$ cat src/rtl/dmac_pkg.sv
package dmac_pkg;
  typedef enum logic [2:0] {
    ST_RST  = 3'b001,
    ST_STOP = 3'b010,
    ST_RUN  = 3'b100
  } ch_state_e;

  localparam logic [5:0] IX_DATA  = 6'h00;
  localparam logic [5:0] IX_SVD   = 6'h16;
  localparam logic [5:0] IX_SVB   = 6'h17;
  localparam logic [5:0] IX_GRP   = 6'h18;
  localparam logic [5:0] IX_GDN   = 6'h1F;
  localparam logic [5:0] IX_CMD   = 6'h20;
  localparam logic [5:0] IX_CFG   = 6'h21;
  localparam logic [5:0] IX_STAT  = 6'h22;
  localparam logic [5:0] IX_MASK  = 6'h23;
  localparam logic [5:0] IX_ACK   = 6'h24;
  localparam logic [5:0] IX_RAW   = 6'h25;
  localparam logic [5:0] IX_MSKD  = 6'h26;
  localparam logic [5:0] IX_STRM  = 6'h27;

  localparam logic [9:0] STRM_LD_D = 10'h140;
  localparam int         STRM_GO   = 5;
  localparam int         STRM_LD_C = 9;
  localparam int         WIN_LSB   = 13;
endpackage

$ cat src/rtl/dmac_decode.sv
module dmac_decode #(
  parameter int NUM_CH = 3,
  parameter int CH_W   = 2,
  parameter int ADDR_W = 15
) (
  input  logic              req,
  input  logic              we,
  input  logic [ADDR_W-1:0] addr,
  input  logic [3:0]        be,
  output logic [CH_W-1:0]   ch,
  output logic [5:0]        idx,
  output logic              bad,
  output logic [NUM_CH-1:0] wr_sel
);
  logic unused_bits;
  assign unused_bits = ^{addr[12:8], addr[1:0]};
  assign ch  = addr[ADDR_W-1:dmac_pkg::WIN_LSB];
  assign idx = addr[7:2];
  assign bad = (be != 4'hF) || (32'(ch) >= NUM_CH);

  for (genvar g = 0; g < NUM_CH; g++) begin : g_sel
    assign wr_sel[g] = req && we && !bad && (32'(ch) == g);
  end
endmodule

$ cat src/rtl/dmac_irq.sv
module dmac_irq #(
  parameter int IRQ_W = 4
) (
  input  logic             clk,
  input  logic             rst,
  input  logic             wr_mask,
  input  logic             wr_ack,
  input  logic [31:0]      wdata,
  input  logic [IRQ_W-1:0] set,
  output logic [IRQ_W-1:0] raw,
  output logic [IRQ_W-1:0] mask,
  output logic             irq
);
  logic [IRQ_W-1:0] raw_nx, mask_nx, clr;

  always_comb begin
    clr     = wr_ack ? wdata[IRQ_W-1:0] : '0;
    raw_nx  = (raw & ~clr) | set;
    mask_nx = wr_mask ? wdata[IRQ_W-1:0] : mask;
  end

  always_ff @(posedge clk) begin
    if (rst) begin
      raw  <= '0;
      mask <= '0;
      irq  <= 1'b0;
    end else begin
      raw  <= raw_nx;
      mask <= mask_nx;
      irq  <= |(raw_nx & mask_nx);
    end
  end
endmodule

$ cat src/rtl/dmac_chan.sv
module dmac_chan
  import dmac_pkg::*;
#(
  parameter int IRQ_W = 4
) (
  input  logic             clk,
  input  logic             rst,
  input  logic             wr,
  input  logic [5:0]       idx,
  input  logic [31:0]      wdata,
  input  logic             eng_busy,
  input  logic             eng_eol,
  input  logic             desc_eol,
  input  logic [IRQ_W-1:0] irq_set,
  output logic [31:0]      rval,
  output logic             load_d,
  output logic             load_c,
  output logic             start,
  output logic             irq,
  output logic [31:0]      desc_ptr,
  output logic [31:0]      ctx_ptr
);
  ch_state_e        state;
  logic [31:0]      r_data, r_svd, r_svb, r_grp, r_gdn, r_cmd, r_cfg, r_strm;
  logic [IRQ_W-1:0] raw, mask;
  logic             wr_cmd, wr_cfg, wr_strm, wr_mask, wr_ack;
  logic             s_ld_d, s_ld_c, s_go, cont_ok, go_d, go_c, go_s;

  always_comb begin
    wr_cmd  = wr && idx == IX_CMD;
    wr_cfg  = wr && idx == IX_CFG;
    wr_strm = wr && idx == IX_STRM;
    wr_mask = wr && idx == IX_MASK;
    wr_ack  = wr && idx == IX_ACK;
    s_ld_d  = |(wdata[9:0] & STRM_LD_D);
    s_go    = s_ld_d && wdata[STRM_GO];
    s_ld_c  = wdata[STRM_LD_C];
    cont_ok = wr_cmd && wdata[0] && r_cfg[0] && !r_cfg[1]
              && state == ST_RUN && desc_eol;
    go_d    = !eng_busy && ((wr_strm && s_ld_d) || cont_ok);
    go_s    = !eng_busy && ((wr_strm && s_go) || cont_ok);
    go_c    = !eng_busy && wr_strm && s_ld_c;
  end

  always_ff @(posedge clk) begin
    if (rst) begin
      state  <= ST_RST;
      r_data <= '0; r_svd <= '0; r_svb <= '0; r_grp <= '0;
      r_gdn  <= '0; r_cmd <= '0; r_cfg <= '0; r_strm <= '0;
      load_d <= 1'b0; load_c <= 1'b0; start <= 1'b0;
    end else begin
      load_d <= go_d;
      load_c <= go_c;
      start  <= go_s;
      if (go_s) state <= ST_RUN;
      if (wr_cfg) begin
        r_cfg <= wdata;
        if (!wdata[0])     state <= ST_RST;
        else if (wdata[1]) state <= ST_STOP;
      end
      if (wr) begin
        case (idx)
          IX_DATA: r_data <= wdata;
          IX_SVD:  r_svd  <= wdata;
          IX_SVB:  r_svb  <= wdata;
          IX_GRP:  r_grp  <= wdata;
          IX_GDN:  r_gdn  <= wdata;
          IX_CMD:  r_cmd  <= wdata;
          IX_STRM: r_strm <= wdata;
          default: ;
        endcase
      end
    end
  end

  dmac_irq #(.IRQ_W(IRQ_W)) u_irq (
    .clk(clk), .rst(rst), .wr_mask(wr_mask), .wr_ack(wr_ack),
    .wdata(wdata), .set(irq_set), .raw(raw), .mask(mask), .irq(irq)
  );

  always_comb begin
    case (idx)
      IX_DATA: rval = r_data;
      IX_SVD:  rval = r_svd;
      IX_SVB:  rval = r_svb;
      IX_GRP:  rval = r_grp;
      IX_GDN:  rval = r_gdn;
      IX_CMD:  rval = r_cmd;
      IX_CFG:  rval = r_cfg;
      IX_STAT: rval = {23'd0, 1'b1, 2'b00, eng_eol, 2'b00, state};
      IX_MASK: rval = 32'(mask);
      IX_RAW:  rval = 32'(raw);
      IX_MSKD: rval = 32'(raw & mask);
      IX_STRM: rval = r_strm;
      default: rval = '0;
    endcase
  end

  assign desc_ptr = r_svd;
  assign ctx_ptr  = r_gdn;
endmodule

$ cat src/rtl/dma_chan_regs.sv
module dma_chan_regs #(
  parameter int NUM_CH = 3,
  parameter int IRQ_W  = 4,
  localparam int CH_W   = (NUM_CH > 1) ? $clog2(NUM_CH) : 1,
  localparam int ADDR_W = CH_W + dmac_pkg::WIN_LSB
) (
  input  logic                    clk,
  input  logic                    rst,
  input  logic                    bus_req,
  input  logic                    bus_we,
  input  logic [ADDR_W-1:0]       bus_addr,
  input  logic [3:0]              bus_be,
  input  logic [31:0]             bus_wdata,
  output logic                    bus_ack,
  output logic                    bus_err,
  output logic [31:0]             bus_rdata,
  input  logic [NUM_CH-1:0]       eng_busy,
  input  logic [NUM_CH-1:0]       eng_eol,
  input  logic [NUM_CH-1:0]       eng_desc_eol,
  input  logic [NUM_CH*IRQ_W-1:0] eng_irq_set,
  output logic [NUM_CH-1:0]       eng_load_d,
  output logic [NUM_CH-1:0]       eng_load_c,
  output logic [NUM_CH-1:0]       eng_start,
  output logic [NUM_CH*32-1:0]    desc_ptr,
  output logic [NUM_CH*32-1:0]    ctx_ptr,
  output logic [NUM_CH-1:0]       irq
);
  logic [CH_W-1:0]   ch;
  logic [5:0]        idx;
  logic              bad;
  logic [NUM_CH-1:0] wr_sel;
  logic [31:0]       rval [NUM_CH];
  logic [31:0]       rsel;

  dmac_decode #(.NUM_CH(NUM_CH), .CH_W(CH_W), .ADDR_W(ADDR_W)) u_dec (
    .req(bus_req), .we(bus_we), .addr(bus_addr), .be(bus_be),
    .ch(ch), .idx(idx), .bad(bad), .wr_sel(wr_sel)
  );

  for (genvar g = 0; g < NUM_CH; g++) begin : g_ch
    dmac_chan #(.IRQ_W(IRQ_W)) u_ch (
      .clk(clk), .rst(rst), .wr(wr_sel[g]), .idx(idx), .wdata(bus_wdata),
      .eng_busy(eng_busy[g]), .eng_eol(eng_eol[g]), .desc_eol(eng_desc_eol[g]),
      .irq_set(eng_irq_set[g*IRQ_W +: IRQ_W]), .rval(rval[g]),
      .load_d(eng_load_d[g]), .load_c(eng_load_c[g]), .start(eng_start[g]),
      .irq(irq[g]), .desc_ptr(desc_ptr[g*32 +: 32]), .ctx_ptr(ctx_ptr[g*32 +: 32])
    );
  end

  always_comb begin
    rsel = '0;
    for (int i = 0; i < NUM_CH; i++)
      if (32'(ch) == i) rsel = rval[i];
  end

  always_ff @(posedge clk) begin
    if (rst) begin
      bus_ack   <= 1'b0;
      bus_err   <= 1'b0;
      bus_rdata <= '0;
    end else begin
      bus_ack   <= bus_req;
      bus_err   <= bus_req && bad;
      bus_rdata <= (bus_req && !bus_we && !bad) ? rsel : '0;
    end
  end
endmodule

$ cat config.mk
export PLATFORM = sky130hd
export DESIGN_NAME = dma_chan_regs
export DESIGN_NICKNAME = d
export VERILOG_FILES = /design/src/rtl/dmac_pkg.sv /design/src/rtl/dmac_decode.sv /design/src/rtl/dmac_irq.sv /design/src/rtl/dmac_chan.sv /design/src/rtl/dma_chan_regs.sv
export SDC_FILE = /design/constraint.sdc
export NUM_CORES = 2
export LEC_CHECK = 0
export BUFFER_PORTS_ARGS = -buffer_cell sky130_fd_sc_hd__buf_2
export CAP_MARGIN = 40
export CELL_PAD_IN_SITES_DETAIL_PLACEMENT = 1
export CELL_PAD_IN_SITES_GLOBAL_PLACEMENT = 2
export CORE_MARGIN = 2
export CORE_UTILIZATION = 36
export CTS_BUF_LIST = sky130_fd_sc_hd__clkbuf_8
export DETAILED_ROUTE_END_ITERATION = 8
export GPL_ROUTABILITY_DRIVEN = 1
export PLACE_DENSITY_LB_ADDON = 0.1
export SYNTH_ARGS = -nofsm -noshare
export SYNTH_HDL_FRONTEND = slang
export SYNTH_SLANG_ARGS = --single-unit
$ cat constraint.sdc
create_clock -name clk -period 2.7 [get_ports clk]
set_input_delay 0.405 -clock clk [delete_from_list [all_inputs] [get_ports clk]]
set_output_delay 0.405 -clock clk [all_outputs]
set_load 0.05 [all_outputs]
==> results.py <==
metrics = {
    "worst_setup_path": {
        "rrSetupSlack_ns": 0.63,
        "endpoint_kind": "flop",
        "worstRegToRegCells": 6,
        "crit_path_start_kind": "input port",
        "crit_arrival_ns": 3.12,
        "r2r-start": "g_ch[0].u_ch.r_strm[16]",
        "worstPathMaxFanout": 32,
        "crit_required_ns": 3.45,
        "r2r-end": "bus_rdata[16]",
        "setup.worst_path.class": "in2reg",
    },
    "global_routing": {
        "grt_pass1_wl_um": 243000,
        "grt_max_degree": 140,
        "grt_util_all_layers": 0.330,
        "antenna_found_initial": 6,
        "grt_overflow": 0,
        "grt_pass1_vias": 35100,
    },
    "cells_and_area": {
        "num-fill-cells": 11800,
        "final_cell_mix": "1,625 x nand2_1, 847 x dfxtp_1, 789 x a21oi_1",
        "syn2layout_area_growth_pct": 21.6,
        "final_util": 0.440,
        "drive_gt1_frac": 0.173,
        "final_cell_area_um2": 42500,
        "final_common_cell": "nand2_1",
        "nNetsFinal": 4866,
    },
    "job": {
        "cap_violations": 0,
    },
    "routing": {
        "vias": 35400,
        "drt_iter0_markers": 3591,
        "wirelength_um": 167000,
        "drc": 0,
        "wl_per_cell_um": 27.1,
        "viasPerCell": 5.74,
        "first_pass_iters": 5,
        "ant_nets": 0,
    },
    "yosys": {
        "syn_area_per_cell_um2": 7.79,
        "synth_edf_count": 0,
        "synth_cells": 4482,
        "syn_nets": 4558,
        "muxShareOfSynthArea": 0.0244,
        "synth_cell_types": 74,
        "synth_top_family_by_area": "compound AO/OA/AOI/OAI gates",
        "synth_async_sr_flop_share": 0,
        "synthXorXnorAreaFrac": 0,
        "seq_area_frac_synth": 0.486,
        "ys_warn_count": 0,
        "synth_flop_cell": "dfxtp_1",
        "synth_compound_area_frac": 0.222,
        "synth_fa_ha_area_frac": 0,
        "synth_area_um2": 34900,
        "synth_seq_cells": 847,
        "yosys.area_share.simple": 0.217,
    },
    "clock_network": {
        "cts_made_buffers": 153,
        "cts_tree": "done",
        "clk_pin_slew_ns": 0.06,
        "cts_max_path_buffers": 3,
        "cts_max_level": 4,
        "insertion_delay_ns": 0.85,
        "clock-root-buffer": "clkbuf_8",
        "cts.repair.resized": 0,
        "clock-sinks": 847,
    },
    "placement": {
        "dp_hpwl_um": 111000,
        "placed_area_um2": 39300,
        "place_congestion": 0.890,
        "port_buffers": 306,
    },
    "timing": {
        "worst_hold_slack_ns": 0.0763,
        "finalMaxSlewViolations": 0,
        "slew_headroom": 0.393,
        "rsz0062_at_grt": "false",
        "hold_viol": 0,
        "finalCritPeriodShare": 0.875,
        "fin_crit_ns": 2.36,
        "fin_skew_ns": 0.0308,
        "setup_violations": 0,
        "max_freq_mhz": 423,
        "tightest_slew_ns": 0.887,
    },
    "min_path": {
        "hp-class": "in2reg",
        "worst_hold_startpoint": "bus_req",
        "hold_depth": 3,
        "holdPathEnd": "bus_ack",
    },
    "floorplanning": {
        "ios": 314,
        "design.die.area_um2": 99500,
        "coreArea_um2": 96400,
        "dieHeight_um": 315,
        "initial_utilization": 0.362,
        "placementRows": 114,
        "die_w_um": 315,
    },
    "pwr": {
        "ir_drop_mv": 0.404,
        "leakage_nw": 15.0,
        "powerDensity_nw_per_um2": 604,
    },
    "status": {
        "status": "completed",
    },
}
[layout make-up]
type / instances / area, µm² / area share
clock buffer: 186 / 2560 / 0.0603
tap: 1276 / 1600 / 0.0376
clock inverter: 73 / 330 / 0.00778
antenna: 9 / 22.5 / 0.000530
inverter: 6 / 22.5 / 0.000530
timing repair buffer: 593 / 4660 / 0.110
sequential: 847 / 17000 / 0.399
multi-input combinational: 3189 / 16300 / 0.384
[registers in the layout (all words and copies together) (netlist names), 3 cells and up]
register,flops
bus_rdata,32
g_ch.u_ch.r_data,96
g_ch.u_ch.state,9
g_ch.u_ch.r_svb,96
g_ch.u_ch.start,3
g_ch.u_ch.r_strm,96
g_ch.u_ch.r_grp,96
g_ch.u_ch.r_cfg,96
g_ch.u_ch.u_irq.raw,12
g_ch.u_ch.load_d,3
g_ch.u_ch.desc_ptr,96
g_ch.u_ch.ctx_ptr,96
g_ch.u_ch.u_irq.irq,3
g_ch.u_ch.r_cmd,96
g_ch.u_ch.load_c,3
g_ch.u_ch.u_irq.mask,12
[layer usage]
layer	track usage	up-vias	part of all wire
li1	-	16000	-
met1	0.476	18000	0.47
met2	0.512	1194	0.44
met3	0.0462	211	0.062
met4	0.0972	2	0.026
met5	0	-	0.000072
[synth_stat cells (6+ instances only)]
cell,n,area share
a222oi_1,37,0.011
o22a_1,11,0.0028
nor2_1,57,0.0061
nand2_1,1625,0.17
o21a_1,8,0.0017
a21oi_1,789,0.11
mux2_2,26,0.0084
nand4_1,19,0.0034
nand2b_1,17,0.0030
a221oi_1,71,0.018
nand3_1,18,0.0026
o31ai_1,8,0.0017
buf_1,14,0.0015
nor3_1,23,0.0033
buf_4,13,0.0028
a211oi_1,7,0.0015
o221ai_1,7,0.0018
a221o_1,12,0.0034
o22ai_1,18,0.0032
o221a_1,11,0.0035
dfxtp_1,847,0.49
and3_1,31,0.0056
clkbuf_1,353,0.038
buf_2,60,0.0086
a22oi_1,140,0.030
a2111oi_0,11,0.0028
mux2i_1,56,0.016
a31oi_1,28,0.0050
a22o_1,23,0.0058
a41oi_1,12,0.0030
nor2b_1,6,0.0011
o21ai_0,16,0.0023
a31o_1,7,0.0018
[power by group]
part / internal, mW / total, mW / switching [mW]
registers: 12.5 / 12.5 / 0.0119
logic: 0.318 / 1.31 / 0.996
clock network: 6.25 / 11.8 / 5.57
total: 19.1 / 25.7 / 6.58
[timing repair]
| item | in CTS | in global routing |
|---|---|---|
| setup endpoints to repair | 0 | 0 |
| endpoints found under the hold margin | 42 | 0 |
| hold buffers | 21 | 0 |
| setup buffers | 0 | 0 |
[per-stage QoR]
step           instances  TNS (ns)  setup slack (ns)  total power, mW
2_1_floorplan       4482         0             0.421             13.4
3_3_place_gp        5886    -0.599            -0.238             14.0
3_5_place_dp        5890    -0.399            -0.260             14.1
4_1_cts             6170         0             0.413             25.9
5_1_grt             6174         0             0.205             26.5
6_report            6179         0             0.338             25.7
[cell families (layout without fill, tap and decap cells)]
logic type / Yosys count / count (layout)
compound gates: 1252 / 1252
buf+inv: 446 / 858
flops: 847 / 847
mux: 82 / 82
other cells: 0 / 9
simple gates: 1855 / 1855
[how the worst max path moves through the flow]
| stage | start | endpoint | slack (ns) | depth (start not counted) |
|---|---|---|---|---|
| after global routing | bus_addr[13] | g_ch[0].u_ch.ctx_ptr[11] | 0.21 | 9 |
| after floorplan | bus_addr[3] | bus_rdata[11] | 0.42 | 8 |
| after detailed placement | bus_addr[3] | bus_rdata[16] | -0.26 | 10 |
| after CTS | bus_addr[13] | g_ch[0].u_ch.ctx_ptr[11] | 0.41 | 9 |
| after global placement | bus_addr[5] | bus_rdata[16] | -0.24 | 10 |
| final | bus_addr[13] | g_ch[0].u_ch.ctx_ptr[11] | 0.34 | 9 |
[worst max-delay path: stages]
cell and delay, ns:
dlygate4sd3_1 0.53, buf_2 0.18, buf_12 0.20, nor4bb_1 0.46, nand2_1 0.42, nor3_2 0.37
buf_12 0.25, nand2_1 0.08, a21oi_1 0.18
(Power assumes the default switching activity.)
